[src/rtl/fg_pkg.sv]
package fg_pkg;

  typedef enum logic [1:0] {
    SRC_NONE = 2'b00,
    SRC_OC   = 2'b01,
    SRC_OT   = 2'b10,
    SRC_BOTH = 2'b11
  } trip_src_e;

  // Bits needed to hold the values 0..n
  function automatic int cnt_width(int unsigned n);
    return (n < 2) ? 1 : $clog2(n + 1);
  endfunction

  // Source code formed from the two trip events on one edge
  function automatic trip_src_e src_code(logic oc_trip, logic ot_trip);
    return trip_src_e'({ot_trip, oc_trip});
  endfunction

endpackage

[src/rtl/fg_blank_timer.sv]
module fg_blank_timer #(
  parameter int unsigned BLANK_CYC = 688,
  parameter int          CW        = fg_pkg::cnt_width(BLANK_CYC)
) (
  input  logic clk,
  input  logic rst_n,
  input  logic period_start,
  output logic blank_o
);

  localparam logic [CW-1:0] LOAD = CW'(BLANK_CYC);

  logic [CW-1:0] remain_q;

  always_ff @(posedge clk or negedge rst_n) begin
    if (!rst_n)                remain_q <= LOAD;
    else if (period_start)     remain_q <= LOAD;
    else if (remain_q != '0)   remain_q <= remain_q - 1'b1;
  end

  assign blank_o = period_start | (remain_q != '0);


  strobe_reblank_chk: assert property (@(posedge clk) disable iff (!rst_n)
    period_start |=> blank_o);


  window_stays_open_chk: assert property (@(posedge clk) disable iff (!rst_n)
    (!blank_o && !period_start) |=> (!blank_o || period_start));

endmodule

[src/rtl/fg_oc_qual.sv]
module fg_oc_qual #(
  parameter int unsigned CONFIRM = 2,
  parameter int          RW      = fg_pkg::cnt_width(CONFIRM)
) (
  input  logic clk,
  input  logic rst_n,
  input  logic clr,
  input  logic blank_i,
  input  logic oc_flag,
  output logic oc_trip
);

  localparam logic [RW-1:0] LAST = RW'(CONFIRM - 1);

  logic          hit;
  logic [RW-1:0] run_q;

  assign hit     = oc_flag & ~blank_i & ~clr;
  assign oc_trip = hit & (run_q == LAST);

  always_ff @(posedge clk or negedge rst_n) begin
    if (!rst_n)              run_q <= '0;
    else if (!hit)           run_q <= '0;
    else if (run_q != LAST)  run_q <= run_q + 1'b1;
  end


  no_trip_in_blank_chk: assert property (@(posedge clk) disable iff (!rst_n)
    oc_trip |-> !blank_i);

  generate
    if (CONFIRM >= 2) begin : g_pair

      pair_confirm_chk: assert property (@(posedge clk) disable iff (!rst_n)
        oc_trip |-> ($past(oc_flag) && !$past(blank_i) && !$past(clr)));
    end
  endgenerate

endmodule

[src/rtl/fg_trip_latch.sv]
module fg_trip_latch
  import fg_pkg::*;
(
  input  logic      clk,
  input  logic      rst_n,
  input  logic      clr,
  input  logic      oc_trip,
  input  logic      ot_trip,
  output logic      fault_q,
  output trip_src_e src_q
);

  logic any_trip;
  assign any_trip = oc_trip | ot_trip;

  always_ff @(posedge clk or negedge rst_n) begin
    if (!rst_n) begin
      fault_q <= 1'b0;
      src_q   <= SRC_NONE;
    end else if (clr) begin
      fault_q <= 1'b0;
      src_q   <= SRC_NONE;
    end else if (!fault_q && any_trip) begin
      fault_q <= 1'b1;
      src_q   <= src_code(oc_trip, ot_trip);
    end
  end


  latch_hold_chk: assert property (@(posedge clk) disable iff (!rst_n)
    (fault_q && !clr) |=> fault_q);


  src_keep_chk: assert property (@(posedge clk) disable iff (!rst_n)
    (fault_q && !clr) |=> $stable(src_q));


  clear_wins_chk: assert property (@(posedge clk) disable iff (!rst_n)
    clr |=> (!fault_q && src_q == SRC_NONE));


  ot_sets_chk: assert property (@(posedge clk) disable iff (!rst_n)
    (ot_trip && !clr) |=> fault_q);

endmodule

[src/rtl/fault_guard.sv]
module fault_guard #(
  parameter int unsigned BLANK_CYC = 688,
  parameter int unsigned CONFIRM   = 2
) (
  input  logic       clk,
  input  logic       rst_n,
  input  logic       clr_n,
  input  logic       period_start,
  input  logic       oc_flag,
  input  logic       ot_flag,
  output logic       drive_kill,
  output logic       fault_n,
  output logic [1:0] trip_src
);

  import fg_pkg::*;

  logic      clr;
  logic      blank;
  logic      oc_trip;
  logic      ot_trip;
  logic      fault_q;
  trip_src_e src_q;

  assign clr     = ~clr_n;
  assign ot_trip = ot_flag & ~clr;

  fg_blank_timer #(.BLANK_CYC(BLANK_CYC)) u_blank (
    .clk          (clk),
    .rst_n        (rst_n),
    .period_start (period_start),
    .blank_o      (blank)
  );

  fg_oc_qual #(.CONFIRM(CONFIRM)) u_qual (
    .clk     (clk),
    .rst_n   (rst_n),
    .clr     (clr),
    .blank_i (blank),
    .oc_flag (oc_flag),
    .oc_trip (oc_trip)
  );

  fg_trip_latch u_latch (
    .clk     (clk),
    .rst_n   (rst_n),
    .clr     (clr),
    .oc_trip (oc_trip),
    .ot_trip (ot_trip),
    .fault_q (fault_q),
    .src_q   (src_q)
  );

  assign drive_kill = fault_q;
  assign fault_n    = ~fault_q;
  assign trip_src   = src_q;


  fault_pair_chk: assert property (@(posedge clk) disable iff (!rst_n)
    fault_n != drive_kill);


  src_iff_fault_chk: assert property (@(posedge clk) disable iff (!rst_n)
    (trip_src != 2'b00) == drive_kill);

endmodule

[config.mk]
export PLATFORM = sky130hd
export DESIGN_NAME = fault_guard
export DESIGN_NICKNAME = d
export VERILOG_FILES = /design/src/rtl/fg_pkg.sv /design/src/rtl/fg_blank_timer.sv /design/src/rtl/fg_oc_qual.sv /design/src/rtl/fg_trip_latch.sv /design/src/rtl/fault_guard.sv
export SDC_FILE = /design/constraint.sdc
export NUM_CORES = 1
export LEC_CHECK = 0
export BUFFER_PORTS_ARGS = -buffer_cell sky130_fd_sc_hd__buf_2
export CORE_ASPECT_RATIO = 1.4
export CORE_UTILIZATION = 38
export DETAILED_ROUTE_END_ITERATION = 8
export GPL_TIMING_DRIVEN = 0
export PLACE_DENSITY = 0.52
export SKIP_LAST_GASP = 1
export SLEW_MARGIN = 20
export SYNTH_ARGS = -nofsm -noshare
export SYNTH_HDL_FRONTEND = slang
export SYNTH_HIERARCHICAL = 1
export SYNTH_SLANG_ARGS = --single-unit
[constraint.sdc]
create_clock -name clk -period 3 [get_ports clk]
set_input_delay 0.3 -clock clk [delete_from_list [all_inputs] [get_ports clk]]
set_output_delay 0.3 -clock clk [all_outputs]
set_load 0.01 [all_outputs]
==> run_results.csv, run 1 <==
group,metric,value,unit
setup_path,path_depth,9,
placed_design,gp_congestion,0.743,
power,peakVddDrop,0.209,mV
route,dr.pass1.iters,4,
yosys,yosysMostFrequentCell,"dfrtp_1",
power,p_leak,0.395,nW
yosys,synth_area_leaders,"dfrtp_1 33%, dfstp_2 13%, nor3_1 3.6%",
setup_path,r2r_setup_slack,370,ps
clock_tree,htree_levels,1,
setup_path,crit_path_end,"u_latch/src_q[1]",
setup_path,crit_type,"flop to flop",
timing,tightest_slew,542,ps
cells_and_area,final_cells,119,
setup_path,worstPathRequired,3180,ps
cells_and_area,diodes,0,
yosys,syn-cell-area,837,µm²
floorplanning,die_w,41.7,µm
clock_tree,path_clk_slew,100,ps
cells_and_area,area_growth,13.0,%
yosys,synth_mux_area_share,0,%
floorplanning,core,2020,µm²
setup_path,path_cells,"inv_1, ha_1, or3b_4, or3_4, or2_1, or3b_1, nor2_1, and2b_1, o22ai_1",
yosys,synth_nets,92,
setup_path,critPathLaunchType,"flop",
placed_design,place_area,908,µm²
yosys,synth_top_family_by_area,"simple AND/OR/NAND/NOR gates",
power,power_frac_clock,28.3,%
clock_tree,clockBufferDepth,2,
yosys,ys_warn_count,6,
yosys,synthSimpleGateAreaFrac,24.5,%
route,drtAntennaViolNets,0,
placed_design,dpl.cell_count,114,
placed_design,dp_hpwl,1.15,mm
yosys,syn_inst,84,
route,via_per_inst,5.68,
power,p_per_area,443,nW/µm²
clock_tree,cts_root_buffer,"clkbuf_4",
setup_path,cp_top_family,"simple AND/OR/NAND/NOR gates",
global_routing,grt_pass1_wl,2.99,mm
setup_path,worst-path-buf-inv,1,
cells_and_area,stdcell_area,946,µm²
timing,fin_setup_tns,0,ps
timing,max_freq,380,MHz
floorplanning,die_y,57.5,µm
power,internal_power,298,µW
flow_run,max_cap_violations,0,
route,drc,0,
power,seqPwrFrac,55.2,%
power,p_sw,121,µW
setup_path,crit_path_start,"u_blank/remain_q[0]",
setup_path,timing.rr.end,"u_latch/src_q[1]",
yosys,synth.avg_cell_area,9.96,µm²
timing,slew_headroom,63.5,%
global_routing,grt_overflow,0,
yosys,ys_types,38,
placed_design,port-buffer-count,9,
hold_path,hold_class,"input port to flop",
cells_and_area,fillers,192,
timing,hold_ws,315,ps
global_routing,antenna_found_initial,0,
setup_path,reg2reg_depth,9,
floorplanning,initial_core_util,41.4,%
clock_tree,tritoncts,"yes",
global_routing,grt_usage,16.1,%
timing,post-route-period-util,87.8,%
yosys,synth_edf_count,0,
timing,rsz0062_at_grt,"no",
setup_path,critical_path_arrival,2810,ps
yosys,synth-xor-area-share,1.05,%
yosys,synth_top_area_share,32.9,%
setup_path,crit_slowest_cell,"dfrtp_1",
power,power_frac_comb,16.5,%
cells_and_area,multi_input_area,402,µm²
yosys,synth_compound_area_share,19.4,%
yosys,synthFlopType,"dfrtp_1",
setup_path,rr_startpoint,"u_blank/remain_q[0]",
timing,finalSetupViolations,0,
clock_tree,clock_latency,290,ps
route,num_vias,676,
global_routing,grt_start_max_net_pins,16,
route,avgRoutedWirePerCell,13.6,µm
timing,finClkSkew,12.1,ps
setup_path,slowest_delay,440,ps
floorplanning,pin_count,10,
clock_tree,postCtsSetupBuffers,0,
run_status,status,"complete, no violations",
timing,hold_viol_final,0,
clock_tree,cts.sinks,15,
cells_and_area,final_layout_size_suffix_gt1_share,25.5,%
clock_tree,cts_buffers,3,
floorplanning,rows,19,
route,drt-initial-drc-count,10,
cells_and_area,register_area,380,µm²
yosys,ys_top_cells_by_count,"11 x dfrtp_1, 8 x inv_1, 6 x nor3_1",
yosys,async_flop_share,100,%
global_routing,grt_pass1_vias,678,
setup_path,path_max_fanout,6,
yosys,yosys.area.top_type,"dfrtp_1",
timing,fin_crit,2630,ps
yosys,synth-seq-area-share,45.4,%
yosys,ys_ff_latch,15,
yosys,synth_fa_ha_area_share,2.99,%
cells_and_area,post-route-util,46.8,%
setup_path,end_kind,"flop",
timing,drv_slew,0,
power,switching_share,28.9,%
route,wirelength,1.62,mm
floorplanning,dieArea,2400,µm²
cells_and_area,nNetsFinal,107,
[cell usage in the layout, fill, tap and decap left out, types with 2 or more instances in the layout]
| master | instances |
|---|---|
| inv_1 | 8 |
| nor4_1 | 3 |
| o31ai_1 | 4 |
| and2b_1 | 2 |
| a211o_1 | 2 |
| a21oi_1 | 5 |
| buf_2 | 11 |
| nand2b_1 | 3 |
| or4_1 | 3 |
| nor2_1 | 4 |
| ha_1 | 2 |
| nor3_1 | 6 |
| or3_1 | 2 |
| clkbuf_4 | 3 |
| dfstp_2 | 4 |
| dfrtp_1 | 11 |
[flip-flops by register name, indices dropped and copies added (netlist names)]
signal	cells
u_latch/src_q	2
u_blank/remain_q	10
u_qual/run_q	2
u_latch/fault_q	1
[worst reg2reg max path, delay by kind of cell, from the launching register on]
family          cells  cell delay, ps
fa+ha+maj           1             170
flops               1             440
simple gates        6            1760
buf+inv             1              80
compound gates      1              80
[routing by layer]
layer  global-route usage, %  wire length [µm]
met1                    19.8               731
met2                    27.5               827
met3                    1.90                47
met4                    8.29                16
met5                       0                 0
[per-stage QoR]
step	setup WS (ps)	power, mW
floorplan	564	0.279
global placement	363	0.303
detailed placement	356	0.303
CTS	330	0.429
global route	180	0.447
finish	366	0.419
[what timing repair did]
item | 4_1_cts | 5_1_grt
resized for setup | 0 | 0
hold buffers | 1 | 0
hold endpoints to repair | 11 | 0
[cell type report]
cell class,count,area share [%]
Multi-Input combinational cell,57,42.5
Sequential cell,15,40.2
Timing Repair Buffer,10,5.82
Inverter,8,3.17
Tap cell,21,2.78
Buffer,4,2.65
Clock buffer,3,2.38
Clock inverter,1,0.529
[logic make-up (layout without fill, tap and decap cells)]
logic type | count (synthesis) | after routing
xor+xnor | 1 | 1
compound gates | 22 | 22
fa+ha+maj | 2 | 2
simple gates | 32 | 32
buf+inv | 12 | 26
flops | 15 | 15
[how the worst min path moves through the flow]
stage	startpoint	to	slack, ps	depth (start not counted)
6_report	clr_n	u_latch/fault_q	320	3
2_1_floorplan	rst_n	u_blank/remain_q[0]	4	0
4_1_cts	clr_n	u_latch/fault_q	320	3
3_5_place_dp	rst_n	u_qual/run_q[1]	230	1
3_3_place_gp	rst_n	u_qual/run_q[0]	230	1
5_1_grt	clr_n	u_latch/fault_q	360	3
[power by group through the flow]
stage | logic (mW) | registers (mW) | clock network [mW]
floorplan | 0.0469 | 0.233 | 0
global placement | 0.0678 | 0.235 | 0
detailed placement | 0.0683 | 0.235 | 0
CTS | 0.0702 | 0.231 | 0.128
global route | 0.0775 | 0.235 | 0.135
finish | 0.0690 | 0.231 | 0.119
(Power assumes the default switching activity.)
==> run 2, diff against run 1 <==
==> constraint.sdc (replaced) <==
create_clock -name clk -period 3 [get_ports clk]
set_input_delay 0.45 -clock clk [delete_from_list [all_inputs] [get_ports clk]]
set_output_delay 0.45 -clock clk [all_outputs]
set_load 0.01 [all_outputs]
==> run 2 against run 1 <==
Effect of this change:
- non-clock buffer count down 1
- combinational power down 1%
- clock power about the same
- largest cell class unchanged
- count of clock-buffer cells in the layout unchanged
- sequential power about the same
- sequential cell count unchanged
- wire length down 1.2%
- global-route usage down 0.13 points
- clock skew unchanged
- maximum frequency about the same
==> run_results.csv, run 2 (synthesis results as in run 1) <==
group,metric,value,unit
global_routing,grt_start_max_net_pins,16,
power,switching_share,29.0,%
timing,slew_headroom,63.5,%
placed_design,port-buffer-count,9,
global_routing,grt_usage,16.0,%
flow_run,max_cap_violations,0,
clock_tree,path_clk_slew,100,ps
clock_tree,clockBufferDepth,2,
cells_and_area,fillers,193,
route,drt-initial-drc-count,10,
power,p_leak,0.391,nW
route,via_per_inst,5.68,
power,power_frac_comb,16.3,%
power,peakVddDrop,0.209,mV
cells_and_area,stdcell_area,936,µm²
power,seqPwrFrac,55.3,%
floorplanning,die_y,57.5,µm
timing,finalSetupViolations,0,
timing,fin_crit,2630,ps
hold_path,hold_class,"input port to async pin",
power,power_frac_clock,28.4,%
floorplanning,core,2020,µm²
setup_path,worstPathRequired,3180,ps
route,avgRoutedWirePerCell,13.6,µm
timing,hold_viol_final,0,
run_status,status,"complete, no violations",
cells_and_area,final_layout_size_suffix_gt1_share,25.8,%
cells_and_area,largest_reg_flops,10,
floorplanning,pin_count,10,
timing,finClkSkew,12.1,ps
clock_tree,cts_buffers,3,
setup_path,end_kind,"flop",
clock_tree,postCtsSetupBuffers,0,
timing,rsz0062_at_grt,"no",
timing,max_freq,380,MHz
placed_design,place_area,908,µm²
clock_tree,cts.sinks,15,
power,p_total,418,µW
placed_design,gp_congestion,0.743,
global_routing,antenna_found_initial,0,
power,p_per_area,446,nW/µm²
global_routing,grt_pass1_wl,2.96,mm
timing,tightest_slew,542,ps
cells_and_area,reg.largest.list,"u_blank/remain_q (10), u_latch/src_q (2), u_qual/run_q (2)",
power,p_sw,121,µW
clock_tree,cts_root_buffer,"clkbuf_4",
setup_path,path_max_fanout,6,
cells_and_area,diodes,0,
power,internal_power,297,µW
route,drc,0,
clock_tree,tritoncts,"yes",
cells_and_area,nNetsFinal,106,
global_routing,grt_overflow,0,
floorplanning,dieArea,2400,µm²
floorplanning,initial_core_util,41.4,%
setup_path,critPathLaunchType,"flop",
setup_path,critical_path_arrival,2810,ps
route,drtAntennaViolNets,0,
clock_tree,cts_resized,0,
route,num_vias,670,
timing,post-route-period-util,87.8,%
timing,hold_ws,47.3,ps
global_routing,grt_pass1_vias,671,
clock_tree,htree_levels,1,
cells_and_area,mostFrequentLayoutCells,"11 x buf_2, 11 x dfrtp_1, 8 x inv_1",
floorplanning,rows,19,
timing,drv_slew,0,
timing,fin_setup_tns,0,ps
clock_tree,clock_latency,290,ps
cells_and_area,area_growth,11.8,%
floorplanning,die_w,41.7,µm
route,wirelength,1.60,mm
route,dr.pass1.iters,4,
setup_path,crit_type,"flop to flop",
cells_and_area,registers.top_by_ff_count,"u_blank/remain_q",
clock_tree,postCtsHoldBufs,0,
placed_design,dp_hpwl,1.15,mm
-- run 2: cell types whose count changed in the layout (fill, tap and decap cells not counted), sizes merged --
| cell | change |
|---|---|
| dlygate4sd3 | -1 |
-- run 2: final cells by class --
type	instances	area, µm²	share of cell area (%)
Inverter	8	30.0	3.21
Sequential cell	15	380	40.6
Multi-Input combinational cell	57	402	42.9
Clock buffer	3	22.5	2.41
Timing Repair Buffer	9	45.0	4.81
Buffer	4	25.0	2.67
Tap cell	21	26.3	2.81
Clock inverter	1	5.00	0.535
-- run 2: worst max-delay path, cell delays in order (launching register included) --
cell     delay, ps
dfrtp_1        440
inv_1           80
ha_1           170
or3b_4         410
or3_4          400
or2_1          210
or3b_1         430
nor2_1         150
and2b_1        160
o22ai_1         80
-- run 2: path summary, 6_finish.rpt --
path,startpoint,to,slack [ps],depth (start not counted)
max,u_blank/remain_q[0],u_latch/src_q[1],370,9
min,rst_n,u_blank/remain_q[1],50,1
max reg2reg,u_blank/remain_q[0],u_latch/src_q[1],370,9
min reg2reg,u_blank/remain_q[9],u_blank/remain_q[9],520,2
max in group asynchronous,rst_n,u_blank/remain_q[4],2660,1
min in group clk,clr_n,u_latch/fault_q,470,3
-- run 2: power groups by stage --
stage / sequential, mW / combinational (mW) / clock [mW]
2_1_floorplan: 0.233 / 0.0469 / 0
3_3_place_gp: 0.235 / 0.0678 / 0
3_5_place_dp: 0.235 / 0.0683 / 0
4_1_cts: 0.231 / 0.0692 / 0.128
5_1_grt: 0.235 / 0.0765 / 0.135
6_report: 0.231 / 0.0680 / 0.119
-- run 2: stage by stage --
| step | util (%) | worst slack (ps) | cells |
|---|---|---|---|
| 3_5_place_dp | 45.0 | 356 | 114 |
| 2_1_floorplan | - | 564 | 84 |
| 6_report | 46.3 | 366 | 118 |
| 3_3_place_gp | 45.0 | 363 | 114 |
| 5_1_grt | 46.3 | 180 | 118 |
| 4_1_cts | 46.3 | 330 | 118 |
-- run 2: layer usage --
layer  GRT usage (%)  wire length (µm)
met1            19.8               726
met2            27.0               813
met3            1.90                45
met4            8.29                16
met5               0                 0
==> run 3, diff against run 2 <==
--- a/config.mk
+++ b/config.mk
@@ -5,12 +5,13 @@
 export SDC_FILE = /design/constraint.sdc
 export NUM_CORES = 1
 export LEC_CHECK = 0
-export BUFFER_PORTS_ARGS = -buffer_cell sky130_fd_sc_hd__buf_2
+export BUFFER_PORTS_ARGS = -buffer_cell sky130_fd_sc_hd__buf_4
 export CORE_ASPECT_RATIO = 1.4
 export CORE_UTILIZATION = 38
 export DETAILED_ROUTE_END_ITERATION = 8
 export GPL_TIMING_DRIVEN = 0
 export PLACE_DENSITY = 0.52
+export RECOVER_POWER = 100
 export SKIP_LAST_GASP = 1
 export SLEW_MARGIN = 20
 export SYNTH_ARGS = -nofsm -noshare
==> run 3 against run 2 <==
Effect of this change:
- critical endpoint unchanged
- sequential share of layout area increased by 0.38 points
- largest cell class unchanged
- maximum frequency decreased by 1.9%
- largest power group unchanged
- sequential cell count unchanged
- wire length increased by 7.6%
- worst hold slack improved by 430 ps
- clock power about the same
- highest routed layer unchanged
- clock skew decreased by 8.0 ps
- combinational power decreased by 7.8%
- non-clock buffer count increased by 1
- die area unchanged
- global-route usage increased by 0.70 points
==> run_results.csv, run 3 (synthesis results as in run 1) <==
group,metric,value,unit
setup_path,worstPathRequired,3170,ps
cells_and_area,area_growth,10.8,%
clock_tree,postCtsHoldBufs,1,
clock_tree,clock_latency,290,ps
setup_path,crit_type,"flop to flop",
timing,rsz0062_at_grt,"no",
global_routing,grt_pass1_vias,692,
global_routing,grt_usage,16.7,%
placed_design,port-buffer-count,9,
cells_and_area,mostFrequentLayoutCells,"11 x dfrtp_1, 9 x clkbuf_1, 8 x inv_1",
clock_tree,clockBufferDepth,2,
floorplanning,core,2020,µm²
flow_run,max_cap_violations,0,
timing,max_freq,372,MHz
setup_path,cp_top_family,"simple AND/OR/NAND/NOR gates",
setup_path,worst-path-buf-inv,1,
clock_tree,cts_resized,0,
floorplanning,pin_count,10,
clock_tree,cts_buffers,3,
cells_and_area,largest_reg_flops,10,
timing,slew_headroom,45.9,%
timing,post-route-period-util,89.5,%
clock_tree,postCtsSetupBuffers,0,
timing,fin_crit,2680,ps
timing,finalSetupViolations,0,
global_routing,grt_pass1_wl,3.05,mm
route,wirelength,1.72,mm
setup_path,critPathLaunchType,"flop",
route,num_vias,688,
placed_design,gp_congestion,0.782,
hold_path,hold_class,"input port to flop",
setup_path,path_cells,"inv_1, ha_1, or3b_1, or3_1, or2_1, or3b_1, nor2_1, and2b_1, o22ai_1",
global_routing,grt_overflow,0,
timing,hold_viol_final,0,
timing,finClkSkew,4.12,ps
route,avgRoutedWirePerCell,14.5,µm
placed_design,place_area,931,µm²
route,via_per_inst,5.78,
setup_path,end_kind,"flop",
cells_and_area,final_layout_size_suffix_gt1_share,14.3,%
global_routing,grt_start_max_net_pins,16,
clock_tree,cts.sinks,15,
floorplanning,die_y,57.5,µm
route,drc,0,
timing,setup_ws,315,ps
power,p_per_area,444,nW/µm²
clock_tree,path_clk_slew,90,ps
timing,fin_setup_tns,0,ps
floorplanning,initial_core_util,41.4,%
route,dr.pass1.iters,4,
run_status,status,"complete, no violations",
route,drt-initial-drc-count,11,
floorplanning,rows,19,
setup_path,critical_path_arrival,2850,ps
cells_and_area,diodes,0,
clock_tree,htree_levels,1,
timing,drv_slew,0,
setup_path,slowest_delay,450,ps
floorplanning,dieArea,2400,µm²
floorplanning,die_w,41.7,µm
global_routing,antenna_found_initial,0,
placed_design,dp_hpwl,1.19,mm
cells_and_area,stdcell_area,927,µm²
setup_path,crit_top_cell,"or3b_1",
timing,tightest_slew,811,ps
cells_and_area,nNetsFinal,107,
setup_path,crit_slowest_cell,"or3_1",
cells_and_area,final_common_cell,"dfrtp_1",
cells_and_area,registers.top_by_ff_count,"u_blank/remain_q",
placed_design,post-place-ws,364,ps
clock_tree,tritoncts,"yes",
route,drtAntennaViolNets,0,
cells_and_area,reg.largest.list,"u_blank/remain_q (10), u_latch/src_q (2), u_qual/run_q (2)",
setup_path,path_max_fanout,6,
power,p_leak,0.371,nW
power,peakVddDrop,0.252,mV
clock_tree,cts_root_buffer,"clkbuf_4",
run 3: path summary, 6_finish.rpt:
path | start | to | slack, ps | depth (start not counted)
min reg2reg | u_blank/remain_q[9] | u_blank/remain_q[9] | 540 | 2
min | clr_n | u_latch/fault_q | 480 | 3
min in group asynchronous | rst_n | u_qual/run_q[0] | 770 | 2
max reg2reg | u_blank/remain_q[0] | u_latch/src_q[1] | 320 | 9
max in group asynchronous | rst_n | u_latch/fault_q | 1730 | 2
max | u_blank/remain_q[0] | u_latch/src_q[1] | 320 | 9
run 3: per-stage QoR:
step,utilization (%),total power [mW],cells,hold slack (ps)
2_1_floorplan,-,0.279,84,154
3_3_place_gp,46.1,0.305,114,316
3_5_place_dp,46.1,0.305,114,317
4_1_cts,47.9,0.428,119,485
5_1_grt,45.9,0.437,119,521
6_report,45.9,0.412,119,479
run 3: power breakdown:
group	switching, mW	leakage [nW]	internal, mW	total (mW)
logic	0.0365	0.167	0.0262	0.0627
clock network	0.0660	0.0150	0.0517	0.118
registers	0.0151	0.190	0.217	0.232
total	0.118	0.371	0.295	0.412
run 3: final cells by class:
type,instances,area [µm²]
buffer,4,16.3
fill,204,1090
tap,21,26.3
multi-input combinational,57,389
inverter,8,30.0
clock buffer,4,26.3
timing repair buffer,10,58.8
sequential,15,380
run 3: metal layers:
metal	GRT usage, %	vias up	wire (µm)
li1	-	335	-
met1	20.0	331	733
met2	27.9	17	885
met3	2.22	5	59
met4	10.6	0	44
met5	0	-	0
run 3: worst register-to-register path, stage by stage, from the launching register on:
cell and delay [ps]:
dfrtp_1 440, inv_1 80, ha_1 160, or3b_1 400
or3_1 450, or2_1 230, or3b_1 410, nor2_1 150
and2b_1 170, o22ai_1 90
